**src/rtl/adc_seq_pkg.sv**
```systemverilog
package adc_seq_pkg;
  localparam int unsigned DIV_W       = 3;
  localparam int unsigned MODE_W      = 2;
  localparam int unsigned DIV_LOG2MAX = 5;
  localparam int unsigned HS_CLKS     = 45;
  localparam int unsigned LC_CLKS     = 54;
  localparam int unsigned SAMPLE_HALF = 27;
  localparam int unsigned CNT_W       = $clog2(LC_CLKS << DIV_LOG2MAX);

  typedef enum logic [1:0] {ST_IDLE, ST_SETTLE, ST_CONV} seq_state_e;

  typedef struct packed {
    logic [DIV_W-1:0]  div;
    logic [MODE_W-1:0] mode;
    logic              settle;
    logic              cont;
  } seq_cfg_t;

  function automatic logic cfg_legal(logic [DIV_W-1:0] div, logic [MODE_W-1:0] mode);
    return (int'(div) <= int'(DIV_LOG2MAX)) && !mode[1];
  endfunction
endpackage

```
**src/rtl/adc_seq_cfg.sv**
```systemverilog
module adc_seq_cfg
  import adc_seq_pkg::*;
(
  input  logic              clk_i,
  input  logic              rst_ni,
  input  logic              lock_i,
  input  logic              we_i,
  input  logic [DIV_W-1:0]  div_i,
  input  logic [MODE_W-1:0] mode_i,
  input  logic              settle_i,
  input  logic              cont_i,
  output seq_cfg_t          cfg_o
);
  logic accept;
  assign accept = we_i && !lock_i && cfg_legal(div_i, mode_i);

  always_ff @(posedge clk_i or negedge rst_ni) begin
    if (!rst_ni) begin
      cfg_o <= '0;
    end else if (accept) begin
      cfg_o.div    <= div_i;
      cfg_o.mode   <= mode_i;
      cfg_o.settle <= settle_i;
      cfg_o.cont   <= cont_i;
    end
  end
endmodule

```
**src/rtl/adc_seq_timing.sv**
```systemverilog
module adc_seq_timing
  import adc_seq_pkg::*;
(
  input  logic [DIV_W-1:0]  div_i,
  input  logic [MODE_W-1:0] mode_i,
  output logic [CNT_W-1:0]  tick_mask_o,
  output logic [CNT_W-1:0]  conv_last_o,
  output logic [CNT_W-1:0]  samp_len_o
);
  logic [DIV_W-1:0] shift;
  logic [CNT_W-1:0] ratio, clks, half_sum;

  always_comb begin
    shift       = DIV_W'(DIV_LOG2MAX) - div_i;
    ratio       = CNT_W'(1) << shift;
    clks        = mode_i[0] ? CNT_W'(LC_CLKS) : CNT_W'(HS_CLKS);
    tick_mask_o = ratio - CNT_W'(1);
    conv_last_o = (clks << shift) - CNT_W'(1);
    // 13.5 conversion clocks, rounded up to whole system clocks
    half_sum    = (CNT_W'(SAMPLE_HALF) << shift) + CNT_W'(1);
    samp_len_o  = half_sum >> 1;
  end
endmodule

```
**src/rtl/adc_seq_ctrl.sv**
```systemverilog
module adc_seq_ctrl
  import adc_seq_pkg::*;
#(
  parameter int unsigned SETTLE_CYCLES = 250,
  localparam int unsigned SET_W = $clog2(SETTLE_CYCLES + 1)
) (
  input  logic             clk_i,
  input  logic             rst_ni,
  input  logic             en_i,
  input  logic             trig_i,
  input  logic             settle_i,
  input  logic             cont_i,
  input  logic [CNT_W-1:0] tick_mask_i,
  input  logic [CNT_W-1:0] conv_last_i,
  input  logic [CNT_W-1:0] samp_len_i,
  output logic             ck_en_o,
  output logic             sample_o,
  output logic             busy_o,
  output logic             done_o
);
  seq_state_e       state_q, state_d;
  logic [CNT_W-1:0] cnt_q, cnt_d;
  logic [SET_W-1:0] wait_q, wait_d;
  logic             conv, last;

  assign conv = (state_q == ST_CONV);
  assign last = conv && (cnt_q == conv_last_i);

  always_comb begin
    state_d = state_q;
    cnt_d   = cnt_q;
    wait_d  = wait_q;
    if (!en_i) begin
      state_d = ST_IDLE;
      cnt_d   = '0;
      wait_d  = '0;
    end else begin
      unique case (state_q)
        ST_IDLE: if (trig_i) begin
          cnt_d = '0;
          if (settle_i) begin
            state_d = ST_SETTLE;
            wait_d  = SET_W'(SETTLE_CYCLES - 1);
          end else begin
            state_d = ST_CONV;
          end
        end
        ST_SETTLE: begin
          if (wait_q == '0) state_d = ST_CONV;
          else              wait_d  = wait_q - SET_W'(1);
        end
        ST_CONV: begin
          if (last) begin
            cnt_d = '0;
            if (!cont_i) state_d = ST_IDLE;
          end else begin
            cnt_d = cnt_q + CNT_W'(1);
          end
        end
        default: state_d = ST_IDLE;
      endcase
    end
  end

  always_ff @(posedge clk_i or negedge rst_ni) begin
    if (!rst_ni) begin
      state_q <= ST_IDLE;
      cnt_q   <= '0;
      wait_q  <= '0;
    end else begin
      state_q <= state_d;
      cnt_q   <= cnt_d;
      wait_q  <= wait_d;
    end
  end

  assign busy_o   = (state_q != ST_IDLE);
  assign ck_en_o  = conv && ((cnt_q & tick_mask_i) == tick_mask_i);
  assign sample_o = conv && (cnt_q < samp_len_i);
  assign done_o   = last;
endmodule

```
**src/rtl/adc_seq_timer.sv**
```systemverilog
module adc_seq_timer
  import adc_seq_pkg::*;
#(
  parameter int unsigned SETTLE_CYCLES = 250
) (
  input  logic       clk_i,
  input  logic       rst_ni,
  input  logic       conv_en_i,
  input  logic       cfg_we_i,
  input  logic [2:0] cfg_div_i,
  input  logic [1:0] cfg_mode_i,
  input  logic       cfg_settle_i,
  input  logic       cfg_cont_i,
  input  logic       trig_i,
  output logic       ck_en_o,
  output logic       sample_o,
  output logic       busy_o,
  output logic       done_o
);
  seq_cfg_t         cfg;
  logic [2:0]       div_q;
  logic [1:0]       mode_q;
  logic [CNT_W-1:0] tick_mask, conv_last, samp_len;

  assign div_q  = cfg.div;
  assign mode_q = cfg.mode;

  adc_seq_cfg u_cfg (
    .clk_i   (clk_i),
    .rst_ni  (rst_ni),
    .lock_i  (conv_en_i),
    .we_i    (cfg_we_i),
    .div_i   (cfg_div_i),
    .mode_i  (cfg_mode_i),
    .settle_i(cfg_settle_i),
    .cont_i  (cfg_cont_i),
    .cfg_o   (cfg)
  );

  adc_seq_timing u_timing (
    .div_i      (cfg.div),
    .mode_i     (cfg.mode),
    .tick_mask_o(tick_mask),
    .conv_last_o(conv_last),
    .samp_len_o (samp_len)
  );

  adc_seq_ctrl #(.SETTLE_CYCLES(SETTLE_CYCLES)) u_ctrl (
    .clk_i      (clk_i),
    .rst_ni     (rst_ni),
    .en_i       (conv_en_i),
    .trig_i     (trig_i),
    .settle_i   (cfg.settle),
    .cont_i     (cfg.cont),
    .tick_mask_i(tick_mask),
    .conv_last_i(conv_last),
    .samp_len_i (samp_len),
    .ck_en_o    (ck_en_o),
    .sample_o   (sample_o),
    .busy_o     (busy_o),
    .done_o     (done_o)
  );
endmodule

```
**config.mk**
```make
export PLATFORM = sky130hd
export DESIGN_NAME = adc_seq_timer
export DESIGN_NICKNAME = d
export VERILOG_FILES = /design/src/rtl/adc_seq_pkg.sv /design/src/rtl/adc_seq_cfg.sv /design/src/rtl/adc_seq_timing.sv /design/src/rtl/adc_seq_ctrl.sv /design/src/rtl/adc_seq_timer.sv
export SDC_FILE = /design/constraint.sdc
export NUM_CORES = 1
export LEC_CHECK = 0
export BUFFER_PORTS_ARGS = -buffer_cell sky130_fd_sc_hd__buf_2
export CAP_MARGIN = 20
export CORE_UTILIZATION = 45
export DETAILED_ROUTE_END_ITERATION = 16
export PLACE_DENSITY = 0.68
export RECOVER_POWER = 25
export SLEW_MARGIN = 40
export SYNTH_ARGS = -nofsm -noshare
export SYNTH_HDL_FRONTEND = slang
export SYNTH_SLANG_ARGS = --single-unit
```
**constraint.sdc**
```tcl
create_clock -name clk_i -period 5.2 [get_ports clk_i]
set_input_delay 1.04 -clock clk_i [delete_from_list [all_inputs] [get_ports clk_i]]
set_output_delay 1.04 -clock clk_i [all_outputs]
set_load 0.01 [all_outputs]
```
# == Word-level counts from Yosys, hierarchy flattened ==
# Index checks and enable logic that the tools add are counted.
# classes
eq_ne,12
order_cmp,2
n_shift,3
bitwise_logic,1
add_sub_neg,6
n_reduce_logical,14
n_mux,17
# op_table
operator,n
11-bit 2-to-1 mux,3
8-bit 2-to-1 mux,4
"11-bit by 1-bit adder with 11-bit output, second input constant",2
11-bit equality test,2
11-bit one-hot mux with 2 select lines,1
"11-bit by 1-bit subtractor with 11-bit output, second input constant",2
8-bit one-hot mux with 2 select lines,1
"3-bit inequality test, second input constant",5
2-bit 2-to-1 mux,6
11-bit AND,1
11-bit by 10-bit < comparator with 1-bit output,1
"1-bit by 3-bit left shift with 11-bit output, first input constant",1
11-bit by 3-bit left shift with 11-bit output,1
"5-bit by 3-bit left shift with 11-bit output, first input constant",1
8-bit zero test,1
4-bit AND reduction,2
"8-bit by 1-bit subtractor with 8-bit output, second input constant",1
1-bit logical AND,6
"3-bit by 1-bit inequality test with 1-bit output, second input constant",2
2-bit one-hot mux with 3 select lines,1
5-bit 2-to-1 mux,1
"3-bit less-or-equal comparator, second input constant",1
"3-bit by 2-bit inequality test with 1-bit output, second input constant",1
"3-bit subtractor, first input constant",1
6 further kinds,7
# totals
reg_bits,27
input_bits,12
word_cells,62
out_inout_bits,4

# == Longest topological paths before layout ==
# Gate-level depths: netlist of run 1.
# logic_depth
word_depth,8
depth_mapped,16
mapped_depth_nobuf,13

# == Hierarchy ==
# A second synthesis of run 1 with hierarchy kept.
# unflattened
hier_cells,315
area_unflattened_um2,2733.9
# modules_own_cells
module,cells_per_inst,n_inst,seq_area_each_um2,area_each_um2
adc_seq_ctrl,196,1,525.5,1692.9
adc_seq_timing,103,1,0.0,772.0
adc_seq_cfg,16,1,175.2,269.0

# == Worst setup path after synthesis of run 1 ==
# No wires, ideal clock.
# synth_timing
path_kind,register to output
from,register u_cfg.cfg_o[5] (netlist bit)
to,output sample_o
n_path_buf,4
slack_ns,0.884
stages_incl_launch_ff,17
required_time_ns,4.160
arrival_time_ns,3.276
cell_sequence,dfrtp_1 > buf_4 > inv_1 > ha_1 > buf_2 > clkbuf_1 > clkbuf_1 > nor2_1 > xnor2_1 > ha_1 > a21o_1 > a21o_1 > a21o_1 > a21o_1 > a21o_1 > a21oi_1 > o21a_1
# synth_via
elab_chain_len,5
# synth_rtl
element,line,rtl
from (decl),adc_seq_cfg.sv:12,output seq_cfg_t cfg_o
3-bit subtractor,adc_seq_timing.sv:14,shift = DIV_W'(DIV_LOG2MAX) - div_i;
5-bit by 3-bit left shift with 11-bit output,adc_seq_timing.sv:20,half_sum = (CNT_W'(SAMPLE_HALF) << shift) + CNT_W'(1);
11-bit by 1-bit adder with 11-bit output,adc_seq_timing.sv:20,
11-bit by 10-bit < comparator with 1-bit output,adc_seq_ctrl.sv:79,assign sample_o = conv && (cnt_q < samp_len_i);
1-bit logical AND,adc_seq_ctrl.sv:79,
to (decl),adc_seq_timer.sv:16,"output logic sample_o,"
# No other way between the ends.

# == Final worst setup path of run 1 ==
# layout_timing
from,register u_cfg.cfg_o[4] (netlist bit)
to,output done_o
# layout_via
elab_chain_len,5
# layout_rtl
element,line,rtl
3-bit subtractor,adc_seq_timing.sv:14,
11-bit by 3-bit left shift with 11-bit output,adc_seq_timing.sv:18,conv_last_o = (clks << shift) - CNT_W'(1);
11-bit by 1-bit subtractor with 11-bit output,adc_seq_timing.sv:18,
11-bit equality test,adc_seq_ctrl.sv:27,assign last = conv && (cnt_q == conv_last_i);
1-bit logical AND,adc_seq_ctrl.sv:27,
to (decl),adc_seq_timer.sv:18,output logic done_o
# No other way between the ends.

==> results of run 1 <==
-- cell usage in the layout, fill, tap and decap left out, drive strengths merged, types with 7 or more instances in the layout --
| master | n |
|---|---|
| a21o | 8 |
| a21oi | 21 |
| buf | 16 |
| dfrtp | 27 |
| ha | 27 |
| inv | 14 |
| mux2 | 7 |
| mux2i | 8 |
| nand2 | 31 |
| nand2b | 8 |
| nand3 | 14 |
| nor2 | 19 |
| nor3 | 8 |
| o21ai | 19 |
| xnor2 | 14 |
-- final cells by class --
type	count	area (µm²)	area share
multi-input combinational	260	1870	0.661
inverter	14	52.6	0.0186
clock buffer	3	41.3	0.0146
sequential	27	676	0.239
timing repair buffer	17	88.8	0.0315
clock inverter	1	7.51	0.00266
tap	72	90.1	0.0319
-- final timing paths --
check | from | endpoint | slack, ns | cells after the start
worst max-delay path | u_cfg.cfg_o[4] | done_o | 0.51 | 10
worst min register to register | u_ctrl.wait_q[1] | u_ctrl.wait_q[1] | 0.50 | 2
max in group asynchronous | rst_ni | u_ctrl.state_q[0] | 3.28 | 1
min in group asynchronous | rst_ni | u_ctrl.cnt_q[4] | 1.08 | 1
worst min-delay path | u_ctrl.wait_q[1] | u_ctrl.wait_q[1] | 0.50 | 2
worst max register to register | u_cfg.cfg_o[4] | u_ctrl.cnt_q[10] | 1.53 | 10
-- kinds of logic (layout without fill, tap and decap cells) --
| group | count (synthesis) | in the layout |
|---|---|---|
| fa+ha+maj | 27 | 27 |
| simple gates | 113 | 113 |
| buf+inv | 30 | 35 |
| mux | 15 | 15 |
| compound gates | 87 | 87 |
| flops | 27 | 27 |
| xor+xnor | 18 | 18 |
-- sequential cells by signal, indices dropped and copies added, names as in the netlist --
signal / flops
u_ctrl.wait_q: 8
u_cfg.cfg_o: 6
u_ctrl.cnt_q: 11
u_ctrl.state_q: 2
-- power by group through the flow --
stage          clock network (µW)  registers (µW)  logic (µW)
2_1_floorplan                   0             259         459
6_report                      125             266         566
5_1_grt                       135             271         636
3_5_place_dp                    0             269         559
4_1_cts                       129             265         564
3_3_place_gp                    0             268         547
-- critical path, delay by kind of cell, from the launching register on --
family                     cells  cell delay (ns)
adders and majority gates      1             0.50
xor gates and xnor gates       1             0.15
muxes                          1             0.18
and+or+nand+nor                2             0.78
buffers and inverters          3             0.44
AOI/OAI and AO/OA              2             0.67
DFF                            1             0.64
-- metal layers --
| layer | vias to the layer above | track usage |
|---|---|---|
| met3 | 8 | 0.0184 |
| met4 | 0 | 0.0673 |
| met2 | 54 | 0.341 |
| met1 | 1083 | 0.292 |
| met5 | - | 0 |
| li1 | 1159 | - |
-- stage by stage --
step / util / setup slack (ns) / hold WS [ns] / power (µW)
finish: 0.504 / 0.509 / 0.500 / 957
global route: 0.504 / 0.260 / 0.538 / 1040
CTS: 0.504 / 0.523 / 0.508 / 958
detailed placement: 0.495 / 0.855 / 0.487 / 828
global placement: 0.495 / 0.976 / 0.479 / 815
floorplan: - / 0.884 / 0.464 / 718
==> run_summary.xml, run 1 <==
<?xml version="1.0" encoding="UTF-8"?>
<metrics>
  <group name="power">
    <metric name="worst_ir_drop_vdd" unit="V">0.000254</metric>
    <metric name="sequentialPowerShare" unit="">0.278</metric>
    <metric name="power_report.internal_total" unit="µW">526</metric>
    <metric name="powerDensity" unit="nW/µm²">339</metric>
    <metric name="p_switching" unit="µW">431</metric>
    <metric name="power.switching_fraction" unit="">0.451</metric>
    <metric name="combinational_share_of_power" unit="">0.592</metric>
    <metric name="power.share.clock" unit="">0.131</metric>
    <metric name="p_leak" unit="µW">0.00125</metric>
  </group>
  <group name="finish">
    <metric name="drive_gt1_frac" unit="">0.121</metric>
    <metric name="antenna_cells_inserted" unit="">0</metric>
    <metric name="postLayoutCellArea" unit="µm²">2820</metric>
    <metric name="areaGrowthSynthToFinish" unit="%">5.91</metric>
    <metric name="finish.cell_count_without_fillers" unit="">394</metric>
    <metric name="final.fill_count" unit="">523</metric>
    <metric name="design.final.nets" unit="">362</metric>
  </group>
  <group name="sta">
    <metric name="timing.final.crit_period" unit="ns">4.69</metric>
    <metric name="max_freq" unit="MHz">213</metric>
    <metric name="max_slew.worst_pin.slew" unit="ns">1.45</metric>
    <metric name="timing.final.crit_share" unit="">0.902</metric>
    <metric name="clock_skew" unit="ns">0.00540</metric>
    <metric name="setup_tns" unit="ns">0</metric>
    <metric name="rsz0062_at_grt" unit="">no</metric>
    <metric name="max_transition_margin" unit="">0.0360</metric>
    <metric name="setup_viol" unit="">0</metric>
    <metric name="slew_violations" unit="">0</metric>
    <metric name="timing_hold_violations_final" unit="">0</metric>
  </group>
  <group name="logic_synthesis">
    <metric name="synth_enable_flop_cells" unit="">0</metric>
    <metric name="synthXorXnorAreaFrac" unit="">0.0591</metric>
    <metric name="async_reset_ff_frac" unit="">1.00</metric>
    <metric name="area_share_of_the_largest_cell_type_after_synthesis" unit="">0.253</metric>
    <metric name="synth.largest_area_cell" unit="">dfrtp_1</metric>
    <metric name="multiplexer_area_fraction_after_synthesis" unit="">0.0596</metric>
    <metric name="ys_ff_latch" unit="">27</metric>
    <metric name="netlist-cell-type-count" unit="">56</metric>
    <metric name="combinational_family_with_the_most_area_after_synthesis" unit="">compound AO/OA/AOI/OAI gates</metric>
    <metric name="synth.top_cells.by_area" unit="">dfrtp_1 (25%), ha_1 (13%), xnor2_1 (4.6%)</metric>
    <metric name="synthMostInstantiatedCell" unit="">nand2_1</metric>
    <metric name="synth.yosys.seq_area_share" unit="">0.253</metric>
    <metric name="arithmetic_cell_share_of_the_synthesized_area_counting_full_adders_half_adders_and_majority_gates" unit="">0.127</metric>
    <metric name="list_of_most_frequent_post_synthesis_cells" unit="">nand2_1 (30), dfrtp_1 (27), ha_1 (27), a21oi_1 (21), nor2_1 (19)</metric>
    <metric name="synth_nets" unit="">356</metric>
    <metric name="synthSimpleGateAreaFrac" unit="">0.219</metric>
    <metric name="synth_compound_area_frac" unit="">0.237</metric>
    <metric name="ys.flop_type" unit="">dfrtp_1</metric>
    <metric name="syn-mean-instance-area" unit="µm²">8.41</metric>
    <metric name="netlist_instances" unit="">317</metric>
    <metric name="ys_warn_count" unit="">0</metric>
    <metric name="netlist_area" unit="µm²">2670</metric>
  </group>
  <group name="routing">
    <metric name="drcViolationCount" unit="">0</metric>
    <metric name="wire_per_inst" unit="µm">15.4</metric>
    <metric name="drt_pass1_iterations" unit="">4</metric>
    <metric name="detail_route.vias_per_cell" unit="">5.85</metric>
    <metric name="dr.first_iter.drc_count" unit="">169</metric>
    <metric name="dr.max_layer_used" unit="">met4</metric>
    <metric name="drt-total-wl" unit="mm">6.05</metric>
    <metric name="route.vias.total" unit="">2304</metric>
    <metric name="number_of_routed_nets_with_antenna_violations" unit="">0</metric>
    <metric name="wl_met1" unit="mm">2.97</metric>
    <metric name="wl_met3" unit="µm">260</metric>
    <metric name="dr_wl_met2" unit="mm">2.75</metric>
  </group>
  <group name="hold_path">
    <metric name="hold_class" unit="">flop to flop</metric>
  </group>
  <group name="global_routing">
    <metric name="grt_pass1_vias" unit="">2106</metric>
    <metric name="grt_remaining_overflow" unit="">0</metric>
    <metric name="grt_max_degree" unit="">29</metric>
    <metric name="all_layer_global_routing_usage" unit="">0.209</metric>
    <metric name="grt_pass1_wl" unit="mm">10.3</metric>
    <metric name="grt_antenna_before_repair" unit="">0</metric>
  </group>
  <group name="clocking">
    <metric name="htree_levels" unit="">1</metric>
    <metric name="clock-root-buffer" unit="">clkbuf_8</metric>
    <metric name="insertion_delay" unit="ns">0.28</metric>
    <metric name="clock_tree.buffer_depth" unit="">2</metric>
    <metric name="cts_tree" unit="">built</metric>
    <metric name="clkSinkCount" unit="">27</metric>
    <metric name="cts_made_buffers" unit="">3</metric>
    <metric name="post_cts_resize_count" unit="">0</metric>
    <metric name="cts_hold_repair.buffers" unit="">0</metric>
    <metric name="clk_pin_slew" unit="ns">0.10</metric>
    <metric name="cts.repair_timing.setup_buffer_count" unit="">0</metric>
  </group>
  <group name="die">
    <metric name="die_area" unit="µm²">6240</metric>
    <metric name="floorplan.initialDensity" unit="">0.475</metric>
    <metric name="number_of_core_rows" unit="">27</metric>
    <metric name="die_h" unit="µm">79.0</metric>
    <metric name="pin_count" unit="">16</metric>
    <metric name="core" unit="µm²">5610</metric>
    <metric name="die_width" unit="µm">79.0</metric>
  </group>
  <group name="setup_path">
    <metric name="worst-endpoint-required" unit="ns">4.16</metric>
    <metric name="crit_path_cell_trace" unit="">inv_1 &gt; ha_1 &gt; mux2i_1 &gt; and3b_1 &gt; or4_1 &gt; xnor2_1 &gt; o31ai_1 &gt; o2111ai_4 &gt; inv_1 &gt; buf_2</metric>
    <metric name="arrival" unit="ns">3.65</metric>
    <metric name="critPathMaxFanout" unit="">14</metric>
    <metric name="setup.worst_path.start_class" unit="">flop</metric>
    <metric name="critical_path.slowest_cell" unit="">dfrtp_1</metric>
    <metric name="worstSetupPathType" unit="">flop to primary output</metric>
    <metric name="worst_setup_path_end_kind" unit="">primary output</metric>
    <metric name="most_frequent_cell_on_the_critical_path" unit="">inv_1</metric>
    <metric name="timing.critical_path.slowest_cell_delay" unit="ns">0.64</metric>
  </group>
  <group name="placed_design">
    <metric name="dpl_cell_area" unit="µm²">2780</metric>
    <metric name="dpl.cell_count" unit="">390</metric>
    <metric name="port_buffers" unit="">15</metric>
    <metric name="detailed_place_hpwl" unit="mm">4.48</metric>
    <metric name="globalplace.congestion" unit="">0.813</metric>
  </group>
  <group name="job">
    <metric name="number_of_maximum_capacitance_violations" unit="">0</metric>
  </group>
  <group name="outcome">
    <metric name="status" unit="">finished, final reports clean</metric>
  </group>
</metrics>
Power figures use the tool's default switching activity.
==> run 2: changes to the inputs <==
Settings changed: CORE_MARGIN set to 2.
==> run_summary.xml, run 2 (synthesized netlist as in run 1, its figures left out) <==
<?xml version="1.0" encoding="UTF-8"?>
<metrics>
  <group name="global_routing">
    <metric name="grt_pass1_vias" unit="">2122</metric>
    <metric name="grt_use_met2" unit="">0.319</metric>
    <metric name="grt_antenna_before_repair" unit="">0</metric>
    <metric name="grt_remaining_overflow" unit="">0</metric>
    <metric name="grt_max_degree" unit="">28</metric>
    <metric name="gr-usage-met1" unit="">0.274</metric>
    <metric name="grt_most_used_layer" unit="">met2</metric>
    <metric name="met3_usage" unit="">0.0211</metric>
    <metric name="grt_pass1_wl" unit="mm">10.0</metric>
    <metric name="all_layer_global_routing_usage" unit="">0.194</metric>
  </group>
  <group name="routing">
    <metric name="detail_route.vias_per_cell" unit="">5.80</metric>
    <metric name="drcViolationCount" unit="">0</metric>
    <metric name="drt-total-wl" unit="mm">5.91</metric>
    <metric name="wire_per_inst" unit="µm">14.9</metric>
    <metric name="drt_pass1_iterations" unit="">4</metric>
    <metric name="number_of_routed_nets_with_antenna_violations" unit="">0</metric>
    <metric name="route.vias.total" unit="">2301</metric>
    <metric name="dr.first_iter.drc_count" unit="">94</metric>
  </group>
  <group name="hold_path">
    <metric name="hold-path-cell-count" unit="">2</metric>
    <metric name="hold_class" unit="">flop to flop</metric>
  </group>
  <group name="finish">
    <metric name="largest_register" unit="">u_ctrl.cnt_q</metric>
    <metric name="design.final.nets" unit="">362</metric>
    <metric name="mostFrequentLayoutCell" unit="">nand2_1</metric>
    <metric name="areaGrowthSynthToFinish" unit="%">6.05</metric>
    <metric name="drive_gt1_frac" unit="">0.121</metric>
    <metric name="largest_reg_flops" unit="">11</metric>
    <metric name="final_cell_mix" unit="">nand2_1 (30), ha_1 (27), dfrtp_1 (27)</metric>
    <metric name="reg_top3" unit="">u_ctrl.cnt_q (11), u_ctrl.wait_q (8), u_cfg.cfg_o (6)</metric>
    <metric name="antenna_cells_inserted" unit="">0</metric>
    <metric name="finish.cell_count_without_fillers" unit="">397</metric>
  </group>
  <group name="power">
    <metric name="power.share.clock" unit="">0.132</metric>
    <metric name="p_leak" unit="µW">0.00125</metric>
    <metric name="combinational_share_of_power" unit="">0.587</metric>
    <metric name="powerDensity" unit="nW/µm²">333</metric>
    <metric name="sequentialPowerShare" unit="">0.281</metric>
    <metric name="power.switching_fraction" unit="">0.444</metric>
    <metric name="worst_ir_drop_vdd" unit="V">0.000198</metric>
    <metric name="p_switching" unit="µW">418</metric>
    <metric name="power_report.internal_total" unit="µW">524</metric>
  </group>
  <group name="sta">
    <metric name="setup_tns" unit="ns">0</metric>
    <metric name="timing_hold_violations_final" unit="">0</metric>
    <metric name="max_transition_margin" unit="">0.0165</metric>
    <metric name="timing.final.crit_share" unit="">0.881</metric>
    <metric name="timing.final.crit_period" unit="ns">4.58</metric>
    <metric name="rsz0062_at_grt" unit="">no</metric>
    <metric name="max_freq" unit="MHz">218</metric>
    <metric name="setup_viol" unit="">0</metric>
    <metric name="slew_violations" unit="">0</metric>
    <metric name="max_slew.worst_pin.slew" unit="ns">1.48</metric>
    <metric name="clock_skew" unit="ns">0.00275</metric>
  </group>
  <group name="setup_path">
    <metric name="critPathMaxFanout" unit="">14</metric>
    <metric name="reg2regPathDepth" unit="">10</metric>
    <metric name="worst-endpoint-required" unit="ns">4.16</metric>
    <metric name="rr_endpoint" unit="">u_ctrl.cnt_q[10]</metric>
    <metric name="worstSetupPathType" unit="">flop to primary output</metric>
    <metric name="crit_start" unit="">u_cfg.cfg_o[4]</metric>
    <metric name="arrival" unit="ns">3.54</metric>
    <metric name="setup.worst_path.start_class" unit="">flop</metric>
    <metric name="worst_setup_path_end_kind" unit="">primary output</metric>
    <metric name="setup.worst_path.end" unit="">done_o</metric>
    <metric name="r2r_start" unit="">u_cfg.cfg_o[4]</metric>
    <metric name="ff2ff_setup_slack" unit="ns">1.64</metric>
  </group>
  <group name="die">
    <metric name="core" unit="µm²">5820</metric>
    <metric name="die_width" unit="µm">81.0</metric>
    <metric name="number_of_core_rows" unit="">28</metric>
    <metric name="floorplan.initialDensity" unit="">0.458</metric>
    <metric name="die_h" unit="µm">81.0</metric>
    <metric name="die_area" unit="µm²">6560</metric>
    <metric name="pin_count" unit="">16</metric>
  </group>
  <group name="clocking">
    <metric name="cts.repair_timing.setup_buffer_count" unit="">0</metric>
    <metric name="post_cts_resize_count" unit="">0</metric>
    <metric name="cts_tree" unit="">built</metric>
    <metric name="clk_pin_slew" unit="ns">0.10</metric>
    <metric name="cts_hold_repair.buffers" unit="">0</metric>
    <metric name="htree_levels" unit="">1</metric>
    <metric name="cts_made_buffers" unit="">3</metric>
    <metric name="insertion_delay" unit="ns">0.27</metric>
    <metric name="clkSinkCount" unit="">27</metric>
    <metric name="clock_tree.buffer_depth" unit="">2</metric>
    <metric name="clock-root-buffer" unit="">clkbuf_8</metric>
  </group>
  <group name="placed_design">
    <metric name="port_buffers" unit="">15</metric>
    <metric name="dpl.cell_count" unit="">393</metric>
    <metric name="detailed_place_hpwl" unit="mm">4.44</metric>
    <metric name="globalplace.congestion" unit="">0.880</metric>
  </group>
  <group name="job">
    <metric name="number_of_maximum_capacitance_violations" unit="">0</metric>
  </group>
  <group name="outcome">
    <metric name="status" unit="">finished, final reports clean</metric>
  </group>
</metrics>
run 2: cell counts in the layout (fill, tap and decap cells not counted):
Identical to the previous run, type by type.
run 2: power groups by stage:
stage	logic, µW	registers [µW]	clock network (µW)
5_1_grt	621	270	138
4_1_cts	554	265	131
3_3_place_gp	543	268	0
3_5_place_dp	551	269	0
2_1_floorplan	459	259	0
6_report	553	265	124
run 2: metal layers:
metal  part of all wire  vias up
met5                  0        -
met4              0.013        0
met3              0.033        6
met2               0.45       38
met1               0.51     1094
li1                   -     1163
run 2: metrics by stage:
step	cell area (µm²)	total power, µW	hold WS (ns)	util	setup WS (ns)
6_report	2830	942	0.515	0.486	0.620
5_1_grt	2830	1030	0.540	0.486	0.330
4_1_cts	2830	949	0.516	0.486	0.592
3_5_place_dp	2780	820	0.491	0.478	0.888
3_3_place_gp	2780	811	0.493	0.478	0.977
2_1_floorplan	2670	718	0.464	-	0.884
run 2: cell type report:
type / count / area (µm²)
fillers: 608 / 2990
multi-input cells: 260 / 1870
clock inverters: 1 / 7.51
well taps: 75 / 93.8
clock buffers: 3 / 41.3
repair buffers: 17 / 88.8
inverters: 14 / 52.6
flip-flops and latches: 27 / 676
run 2: critical path, stage by stage, from the launching register on:
cell and delay [ns]:
dfrtp_1 0.62, inv_1 0.22, ha_1 0.50, mux2i_1 0.18
and3b_1 0.21, or4_1 0.57, xnor2_1 0.15, o31ai_1 0.36
o2111ai_4 0.24, inv_1 0.09, buf_2 0.13
run 2: worst min-delay path by stage:
stage / startpoint / to / slack, ns
CTS: u_ctrl.wait_q[1] / u_ctrl.wait_q[1] / 0.52
global route: u_cfg.cfg_o[0] / u_cfg.cfg_o[0] / 0.54
global placement: u_ctrl.wait_q[1] / u_ctrl.wait_q[1] / 0.49
detailed placement: u_ctrl.wait_q[1] / u_ctrl.wait_q[1] / 0.49
finish: u_ctrl.wait_q[1] / u_ctrl.wait_q[1] / 0.51
floorplan: u_ctrl.wait_q[1] / u_ctrl.wait_q[1] / 0.46
